==> src/rtl/qp_bus_tx.sv <==
module qp_bus_tx #(
  parameter int GW     = 16,
  parameter int GROUPS = 4,
  parameter int PHASES = 4
) (
  input  logic                        clk,
  input  logic                        rst_n,
  input  logic                        in_valid,
  input  logic [GW*GROUPS*PHASES-1:0] in_data,
  output logic                        in_ready,
  input  logic                        bus_grant,
  input  logic                        xfer_en,
  output logic [GW*GROUPS-1:0]        bus_d_n,
  output logic [GROUPS-1:0]           bus_inv_n,
  output logic                        drdy_n,
  output logic                        dbsy_n
);
  localparam int BW  = GW * GROUPS;
  localparam int LW  = BW * PHASES;
  localparam int PHW = (PHASES > 1) ? $clog2(PHASES) : 1;
  localparam int CW  = $clog2(GW + 1);

  logic [LW-1:0]  line_q;
  logic [PHW-1:0] phase_q;
  logic           busy_q;
  logic [BW-1:0]  word;
  logic [GROUPS-1:0] inv;

  wire advance = busy_q && xfer_en && bus_grant;
  wire last    = (phase_q == PHW'(PHASES - 1));

  assign in_ready = bus_grant && !busy_q;

  always_ff @(posedge clk or negedge rst_n) begin
    if (!rst_n) begin
      line_q  <= '0;
      phase_q <= '0;
      busy_q  <= 1'b0;
    end else if (in_valid && in_ready) begin
      line_q  <= in_data;
      phase_q <= '0;
      busy_q  <= 1'b1;
    end else if (advance) begin
      if (last) begin
        busy_q  <= 1'b0;
        phase_q <= '0;
      end else begin
        phase_q <= phase_q + 1'b1;
      end
    end
  end

  assign word = line_q[int'(phase_q)*BW +: BW];

  function automatic logic [CW-1:0] ones(input logic [GW-1:0] v);
    logic [CW-1:0] c;
    c = '0;
    for (int i = 0; i < GW; i++) c = c + CW'(v[i]);
    return c;
  endfunction

  for (genvar g = 0; g < GROUPS; g++) begin : grp
    wire [GW-1:0] bits = word[g*GW +: GW];
    assign inv[g] = busy_q && (int'(ones(bits)) > GW/2);
    assign bus_d_n[g*GW +: GW] = !busy_q ? {GW{1'b1}} : (inv[g] ? bits : ~bits);
    assign bus_inv_n[g] = ~inv[g];

    assert_low_limit_R6: assert property (@(posedge clk) disable iff (!rst_n)
      $countones(~bus_d_n[g*GW +: GW]) <= GW/2);
  end

  assign drdy_n = ~busy_q;
  assign dbsy_n = ~busy_q;

  assert_accept_busy_R2: assert property (@(posedge clk) disable iff (!rst_n)
    (in_valid && in_ready) |=> !dbsy_n);

  assert_no_ready_busy_R2: assert property (@(posedge clk) disable iff (!rst_n)
    !dbsy_n |-> !in_ready);

  assert_idle_released_R8: assert property (@(posedge clk) disable iff (!rst_n)
    dbsy_n |-> (&bus_d_n && &bus_inv_n && drdy_n));

  assert_release_after_last_R8: assert property (@(posedge clk) disable iff (!rst_n)
    (advance && last) |=> dbsy_n);

  assert_stall_hold_R9: assert property (@(posedge clk) disable iff (!rst_n)
    (!dbsy_n && !bus_grant) |=> ($stable(bus_d_n) && $stable(bus_inv_n) && !dbsy_n));
endmodule

==> config.mk <==
export PLATFORM = sky130hd
export DESIGN_NAME = qp_bus_tx
export DESIGN_NICKNAME = d
export VERILOG_FILES = /design/src/rtl/qp_bus_tx.sv
export SDC_FILE = /design/constraint.sdc
export NUM_CORES = 1
export LEC_CHECK = 0
export ABC_AREA = 1
export CAP_MARGIN = 10
export CELL_PAD_IN_SITES_DETAIL_PLACEMENT = 1
export CELL_PAD_IN_SITES_GLOBAL_PLACEMENT = 2
export CORE_ASPECT_RATIO = 1.5
export CORE_MARGIN = 4
export CORE_UTILIZATION = 32
export CTS_CLUSTER_SIZE = 28
export DETAILED_ROUTE_END_ITERATION = 16
export PLACE_DENSITY = 0.91
export SKIP_LAST_GASP = 1
export SLEW_MARGIN = 10
export SYNTH_ARGS = -nofsm -noshare
export SYNTH_HDL_FRONTEND = slang
export SYNTH_SLANG_ARGS = --single-unit
==> constraint.sdc <==
create_clock -name clk -period 7.08 [get_ports clk]
set_input_delay 1.416 -clock clk [delete_from_list [all_inputs] [get_ports clk]]
set_output_delay 1.416 -clock clk [all_outputs]
set_load 0.02 [all_outputs]
# Word level (Yosys, flattened, before mapping)
# Cells that the tools add are included.
# op_classes
shift,1
div,0
n_lt_le_gt_ge,4
n_bitwise,9
muxes,14
n_reduce_logical,12
mul,0
n_eq_ne,1
n_addsub,61
# ops
op,count
$shiftx 256x9->64,1
$add 5x1->5,44
$mux 16,8
$not 16->16,4
$add 4x1->5,4
$gt 5x4->1 const B,4
$add 3x1->4,4
$add 2x1->3,4
$add 1x1->2,4
$logic_and 1x1->1,8
$mux 2,3
$not 1->1,5
$reduce_bool 2->1,2
$mux 1,3
$add 2x1->2 const B,1
$eq 2x2->1 const B,1
$reduce_and 2->1,1
$logic_not 1->1,1
# totals
latchBits,0
wordCells,105
inputBits,261
output_inout_bits,71
romBits,0
ram_bits,0
n_memories,0
reg_bits,259

# Longest topological paths before layout
# Gate-level depths: netlist of run 1.
# logic_depth
word_depth,20
depth_mapped,24
depth_no_buf,21

# Worst setup path before layout of run 1
# Ideal clock, no wire load.
# synth_path
path_kind,reg-to-output
start,register phase_q[1]
end,output bus_d_n[38]
arrival_ns,4.795
path_buffers,3
stages_incl_launch_ff,22
slack_ns,0.869
required_time_ns,5.664
path_cell_list,dfrtp_1 > inv_1 > buf_2 > buf_1 > nand3_1 > nand2_1 > fa_1 > fa_1 > inv_1 > fa_1 > inv_1 > fa_1 > inv_1 > ha_1 > inv_1 > fa_1 > nand4_1 > nand3_1 > nand2_2 > buf_2 > nand2_1 > nand3_1
# synth_via
elab_chain_cells,20
elab_cells_between_ends,21
cone_classes,add/sub (15); order compare (1); shift (1); mux (2); bitwise (1); reduce/logical (1)
# synth_rtl
element,line,text
start: declaration,24,logic [PHW-1:0] phase_q;
start signal: assignment,48,phase_q <= phase_q + 1'b1;
$shiftx 256x9->64 *,53,assign word = line_q[int'(phase_q)*BW +: BW];
$add 1x1->2,58,for (int i = 0; i < GW; i++) c = c + CW'(v[i]);
$add 2x1->3,58,
$add 3x1->4,58,
$add 4x1->5,58,
$add 5x1->5 (11 in series),58,
$gt 5x4->1,64,assign inv[g] = busy_q && (int'(ones(bits)) > GW/2);
$logic_and 1x1->1,64,
$mux 16 * (2 in series),65,assign bus_d_n[g*GW +: GW] = !busy_q ? {GW{1'b1}} : (inv[g] ? bits : ~bits);
end: declaration,13,"output logic [GW*GROUPS-1:0] bus_d_n,"
# Mark *: on every way between the ends. The rest lies on a longest branch, timed or not.

# Worst setup path after layout of run 1
# layout_path
start,register phase_q[0]
end,output bus_d_n[44]
# Same word-level chain as after synthesis.

==> out/qor.csv, run 1 <==
stage;metric;value;unit
run_status;status;complete, no violations;
route;residual DRC count;0;
grt;vias in the first global route;13456;
floorplan;die height;276;µm
synth;post-synth cell types;22;
clock_network;clk sinks;259;
timing;final worst path period need;7.026;ns
place;GPL Wtd Cong;0.7968;
route;1st-pass router iterations;4;
floorplan;core area;47580;µm²
cells_and_area;commonest cells after routing, fill and taps aside;394 x nand2_1, 262 x clkdlybuf4s50_1, 256 x dfrtp_1;
grt;final global-route overflow total;0;
synth;sequential-to-total area share from yosys stat;42.30;%
clock_network;CTS tree;built;
clock_network;htree depth;1;
grt;gr usage total;18.52;%
timing;unrepaired setup endpoints after global routing;yes;
cells_and_area;post-route cell area;20650;µm²
floorplan;DIE WIDTH;186.7;µm
setup_path;Critical Path RT;5.66;ns
place;Placed Area;19180;µm²
setup_path;CP most frequent cell;fa_1;
timing;skew final;0.01181;ns
synth;Yosys warnings;0;
floorplan;Initial Util;32.21;%
grt;first-pass GRT wire length;76900;µm
floorplan;row count;98;
route;ANT nets after route;0;
cells_and_area;most common cell after layout, fill and taps aside;nand2_1;
clock_network;Worst-path clk slew;0.06;ns
timing;fmax;0.1423;GHz
timing;final setup fails;0;
floorplan;num ports;332;
setup_path;WP data arrival;5.61;ns
synth;synthesized instance count;1520;
setup_path;slowest stage cell, crit path;fa_1;
route;mean number of vias per cell;4.936;
timing;final hold vios;0;
synth;Syn Nets;1842;
synth;Yosys reg bits;259;
setup_path;Worst Setup Start Kind;flip-flop;
synth;syn avg cell area;10.08;µm²
grt;initial antenna violation count;12;
grt;largest net degree at the start of global routing;148;
clock_network;CTS root buf;clkbuf_16;
clock_network;Longest Clk Path Bufs;3;
setup_path;endpoint class of the critical path;primary output;
route;Wirelength per Cell;21.47;µm
floorplan;total die area;51520;µm²
setup_path;Worst path max stage delay;0.58;ns
timing;Setup TNS;0;ns
clock_network;CTS Hold Bufs;0;
cells_and_area;layout cells sized above 1;25.62;%
timing;crit share post-route;99.24;%
cells_and_area;final net count;2161;
route;drt total wl;53020;µm
timing;fin. max-slew vios;0;
setup_path;Cell Chain, Critical Path;buf_16 -> nand2_1 -> nand3_2 -> nand2_2 -> fa_1 -> fa_1 -> inv_2 -> fa_1 -> inv_1 -> fa_1 -> inv_1 -> ha_2 -> inv_1 -> fa_2 -> nand4_1 -> nand3_4 -> clkbuf_16 -> nand3_1 -> nand3_1 -> buf_2;
min_path;HP Class;reg2reg;
setup_path;Setup Crit Path Kind;reg2out;
place;PortBufs;331;
flow_run;Max Cap Violations;0;
route;via count;12193;
timing;worst-margin pin slew;0.9495;ns
cells_and_area;synth-to-layout area growth;34.75;%
timing;relative slew slack;36.70;%
synth;synthesized area;15320;µm²
route;Detailed Route Iter0 Violations;379;
setup_path;worst-path fanout max;27;
place;DP Wirelength;35930;µm
clock_network;latest clock arrival within the worst-skew pair;0.56;ns
clock_network;total CTS buffers;28;
==> sequential cells by signal, summed over array words and instances (netlist names) <==
register and count:
phase_q 2, busy_q 1, line_q 256
==> worst paths after layout <==
check	slack, ns	cells after the start	start	to
max	0.05	20	phase_q[0]$_DFFE_PN0P_	bus_d_n[44]
min	0.50	1	line_q[163]$_DFFE_PN0P_	line_q[163]$_DFFE_PN0P_
max reg2reg	3.94	5	busy_q$_DFFE_PN0P_	line_q[159]$_DFFE_PN0P_
min reg2reg	0.50	1	line_q[163]$_DFFE_PN0P_	line_q[163]$_DFFE_PN0P_
max in group asynchronous	4.67	2	rst_n	phase_q[1]$_DFFE_PN0P_
min in group asynchronous	0.86	1	rst_n	line_q[101]$_DFFE_PN0P_
==> area by class of cell <==
cell class,instances,area (µm²)
clock buffer,40,827.0
multi-input combinational,1027,8003
antenna,12,30.03
sequential,259,6490
tap,600,750.7
timing repair inverter,1,11.26
timing repair buffer,377,3896
inverter,145,558.0
fill,5295,26930
clock inverter,9,81.33
==> kinds of logic (layout without fill, tap and decap cells) <==
kind of cell / Yosys count / in the layout / synth area share (%)
muxes: 256 / 256 / 23.62
buffers and inverters: 236 / 572 / 7.243
DFF: 259 / 259 / 42.30
adders and majority gates: 61 / 61 / 6.941
and+or+nand+nor: 699 / 701 / 19.61
other: 0 / 12 / 0
AOI/OAI and AO/OA: 9 / 9 / 0.2940
==> metrics by stage <==
stage | hold WS (ns) | util (%) | setup WS [ns] | instances
floorplan | 0.4798 | - | 0.8693 | 1520
global placement | 0.4885 | 40.31 | 0.2694 | 2385
detailed placement | 0.4941 | 40.31 | 0.1448 | 2385
CTS | 0.5078 | 42.23 | -0.1821 | 2435
global route | 0.5186 | 43.40 | -0.1620 | 2470
finish | 0.5037 | 43.40 | 0.05378 | 2470
==> Yosys cell counts (all sizes together) <==
cell,n,area share (%)
nor2,3,0.12
o21ai,7,0.23
nand4,5,0.20
dfrtp,259,42
ha,21,1.7
mux2,256,24
buf,67,3.1
nand3,270,8.9
nand2,421,10
a21oi,2,0.065
fa,40,5.2
inv,145,3.6
clkbuf,24,0.59
==> metal layers <==
| layer | up-vias | track usage [%] | part of all wire [%] |
|---|---|---|---|
| li1 | 5598 | - | - |
| met1 | 6174 | 20.28 | 37 |
| met2 | 303 | 34.75 | 54 |
| met3 | 118 | 2.059 | 3.1 |
| met4 | 0 | 10.04 | 5.4 |
| met5 | - | 0 | 0 |
==> repair_timing <==
action	in CTS	in global routing
buffers inserted	0	7
pin swaps	1	14
gates cloned	1	16
gates resized for setup	147	240
setup endpoints to repair	68	68
==> critical path, delay by kind of cell (launching register included) <==
family	cells	cell delay [ns]
flops	1	0.56
simple gates	7	0.84
buf+inv	7	0.83
fa+ha+maj	6	2.78
Power of run 1 is not shown: default switching activity piles up to over one toggle a cycle in this logic, so the estimate is an artifact.
==> inputs of run 2 (changes only) <==
Settings changed: SKIP_LAST_GASP 1 to not set.
==> out/qor.csv, run 2 (synthesized netlist as in run 1, its figures left out) <==
stage;metric;value;unit;change
route;residual DRC count;0;;unchanged
timing;final worst path period need;6.983;ns;-0.04314 ns
setup_path;reg2reg end;line_q[159]$_DFFE_PN0P_;;
floorplan;total die area;51520;µm²;unchanged
timing;Final WS setup;0.09692;ns;+0.04314 ns
timing;Setup TNS;0;ns;unchanged
cells_and_area;area of the multi-input gates;7989;µm²;-0.17%
place;DP Wirelength;35930;µm;unchanged
timing;unrepaired setup endpoints after global routing;yes;;
route;via count;12269;;+0.62%
grt;largest net degree at the start of global routing;148;;unchanged
cells_and_area;max FFs per register;256;;unchanged
cells_and_area;synth-to-layout area growth;35.86;%;
place;Inst Count DP;2385;;unchanged
setup_path;Critical Path RT;5.66;ns;about the same
timing;fmax;0.1432;GHz;+0.62%
timing;worst-margin pin slew;0.9468;ns;-0.002714 ns
cells_and_area;largest registers;line_q x256, phase_q x2, busy_q x1;;
setup_path;R2R Setup Slk;3.98;ns;+0.04 ns
cells_and_area;final net count;2169;;+0.37%
min_path;Hold EP;line_q[163]$_DFFE_PN0P_;;
timing;relative slew slack;36.88;%;+0.18 points
setup_path;R2R Path Start;busy_q$_DFFE_PN0P_;;
setup_path;Setup Crit Path Kind;reg2out;;
clock_network;CTS root buf;clkbuf_16;;
clock_network;Worst-path clk slew;0.06;ns;about the same
cells_and_area;Sequential cell area;6490;µm²;unchanged
cells_and_area;layout cells sized above 1;26.10;%;+0.48 points
floorplan;Initial Util;32.21;%;unchanged
floorplan;core area;47580;µm²;unchanged
min_path;Worst Hold Path Cells;1;;unchanged
setup_path;worst-path fanout max;27;;unchanged
grt;final global-route overflow total;0;;unchanged
clock_network;htree depth;1;;unchanged
min_path;Hold Crit Start;line_q[163]$_DFFE_PN0P_;;
route;drt total wl;53340;µm;+0.59%
flow_run;Max Cap Violations;0;;unchanged
timing;skew final;0.01358;ns;+0.001767 ns
floorplan;row count;98;;unchanged
timing;final hold vios;0;;unchanged
place;PortBufs;331;;unchanged
route;1st-pass router iterations;4;;unchanged
clock_network;total CTS buffers;28;;unchanged
route;mean number of vias per cell;4.949;;+0.26%
place;Placed Area;19180;µm²;unchanged
setup_path;WP data arrival;5.57;ns;-0.04 ns
cells_and_area;post-route insts no fill;2479;;+0.36%
cells_and_area;commonest cells after routing, fill and taps aside;391 x nand2_1, 262 x clkdlybuf4s50_1, 256 x dfrtp_1;;
clock_network;clk sinks;259;;unchanged
clock_network;latest clock arrival within the worst-skew pair;0.56;ns;about the same
route;Detailed Route Iter0 Violations;445;;+17%
cells_and_area;Most flops, register;line_q;;
cells_and_area;Layout fillers;5271;;-0.45%
setup_path;worst r2r path cells;5;;unchanged
clock_network;CTS Hold Bufs;0;;unchanged
route;Wirelength per Cell;21.52;µm;+0.23%
cells_and_area;most common cell after layout, fill and taps aside;nand2_1;;
run_status;status;complete, no violations;;
timing;fin. max-slew vios;0;;unchanged
timing;final setup fails;0;;unchanged
place;GPL Wtd Cong;0.7968;;unchanged
timing;crit share post-route;98.63;%;-0.61 points
grt;initial antenna violation count;13;;+1
grt;first-pass GRT wire length;77000;µm;+0.13%
clock_network;CTS tree;built;;
grt;vias in the first global route;13456;;unchanged
setup_path;Worst Setup Start Kind;flip-flop;;
clock_network;Longest Clk Path Bufs;3;;unchanged
floorplan;num ports;332;;unchanged
setup_path;endpoint class of the critical path;primary output;;
cells_and_area;post-route cell area;20820;µm²;+0.82%
route;ANT nets after route;0;;unchanged
min_path;HP Class;reg2reg;;
floorplan;DIE WIDTH;186.7;µm;unchanged
place;DP Worst Slack;0.1448;ns;unchanged
grt;gr usage total;18.55;%;+0.022 points
floorplan;die height;276;µm;unchanged
run 2: area by class of cell:
type	instances	area share [%]
Antenna cell	13	0.1563
Clock buffer	40	3.973
Clock inverter	9	0.3907
Inverter	145	2.687
Multi-Input combinational cell	1027	38.38
Sequential cell	259	31.18
Tap cell	600	3.606
Timing Repair Buffer	385	19.58
Timing Repair inverter	1	0.05409
run 2: worst max-delay path, cell delays in order (launching register included):
cell	delay [ns]
dfrtp_4	0.57
buf_16	0.21
nand2_1	0.11
nand3_2	0.09
nand2_2	0.08
fa_1	0.52
fa_1	0.58
inv_2	0.05
fa_1	0.53
inv_1	0.05
fa_1	0.53
inv_1	0.04
ha_2	0.18
inv_2	0.05
fa_2	0.41
nand4_1	0.14
nand3_4	0.18
clkbuf_16	0.22
nand3_1	0.09
nand3_1	0.13
buf_6	0.19
run 2: how the worst max path moves through the flow:
stage | from | end | slack [ns] | cells after the start
after floorplan | phase_q[1]$_DFFE_PN0P_ | bus_d_n[38] | 0.87 | 21
after global placement | phase_q[0]$_DFFE_PN0P_ | bus_d_n[24] | 0.27 | 21
after detailed placement | phase_q[0]$_DFFE_PN0P_ | bus_d_n[55] | 0.14 | 23
after CTS | phase_q[0]$_DFFE_PN0P_ | bus_d_n[61] | -0.09 | 21
after global routing | phase_q[0]$_DFFE_PN0P_ | bus_d_n[44] | -0.11 | 23
final | phase_q[0]$_DFFE_PN0P_ | bus_d_n[44] | 0.1 | 20
run 2: metrics by stage:
stage / utilization (%) / hold slack (ns)
after global routing: 43.76 / 0.5186
after detailed placement: 40.31 / 0.4941
after CTS: 41.69 / 0.5078
after floorplan: - / 0.4798
after global placement: 40.31 / 0.4885
final: 43.76 / 0.5038
run 2: what timing repair did:
action | 4_1_cts | 5_1_grt
pin swaps | 1 | 15
setup buffers | 0 | 14
gates cloned | 1 | 17
setup endpoints to repair | 68 | 68
gates resized for setup | 265 | 170
run 2: metal layers:
layer  track usage, %  wire, µm  vias up  share of wire (%)
li1                 -         -     5616                  -
met1            20.29     19890     6207                 37
met2            34.71     28940      319                 54
met3            2.122      1767      127                3.3
met4            10.13      2738        0                5.1
met5                0         0        -                  0
Power of run 2 is left out for the same reason.
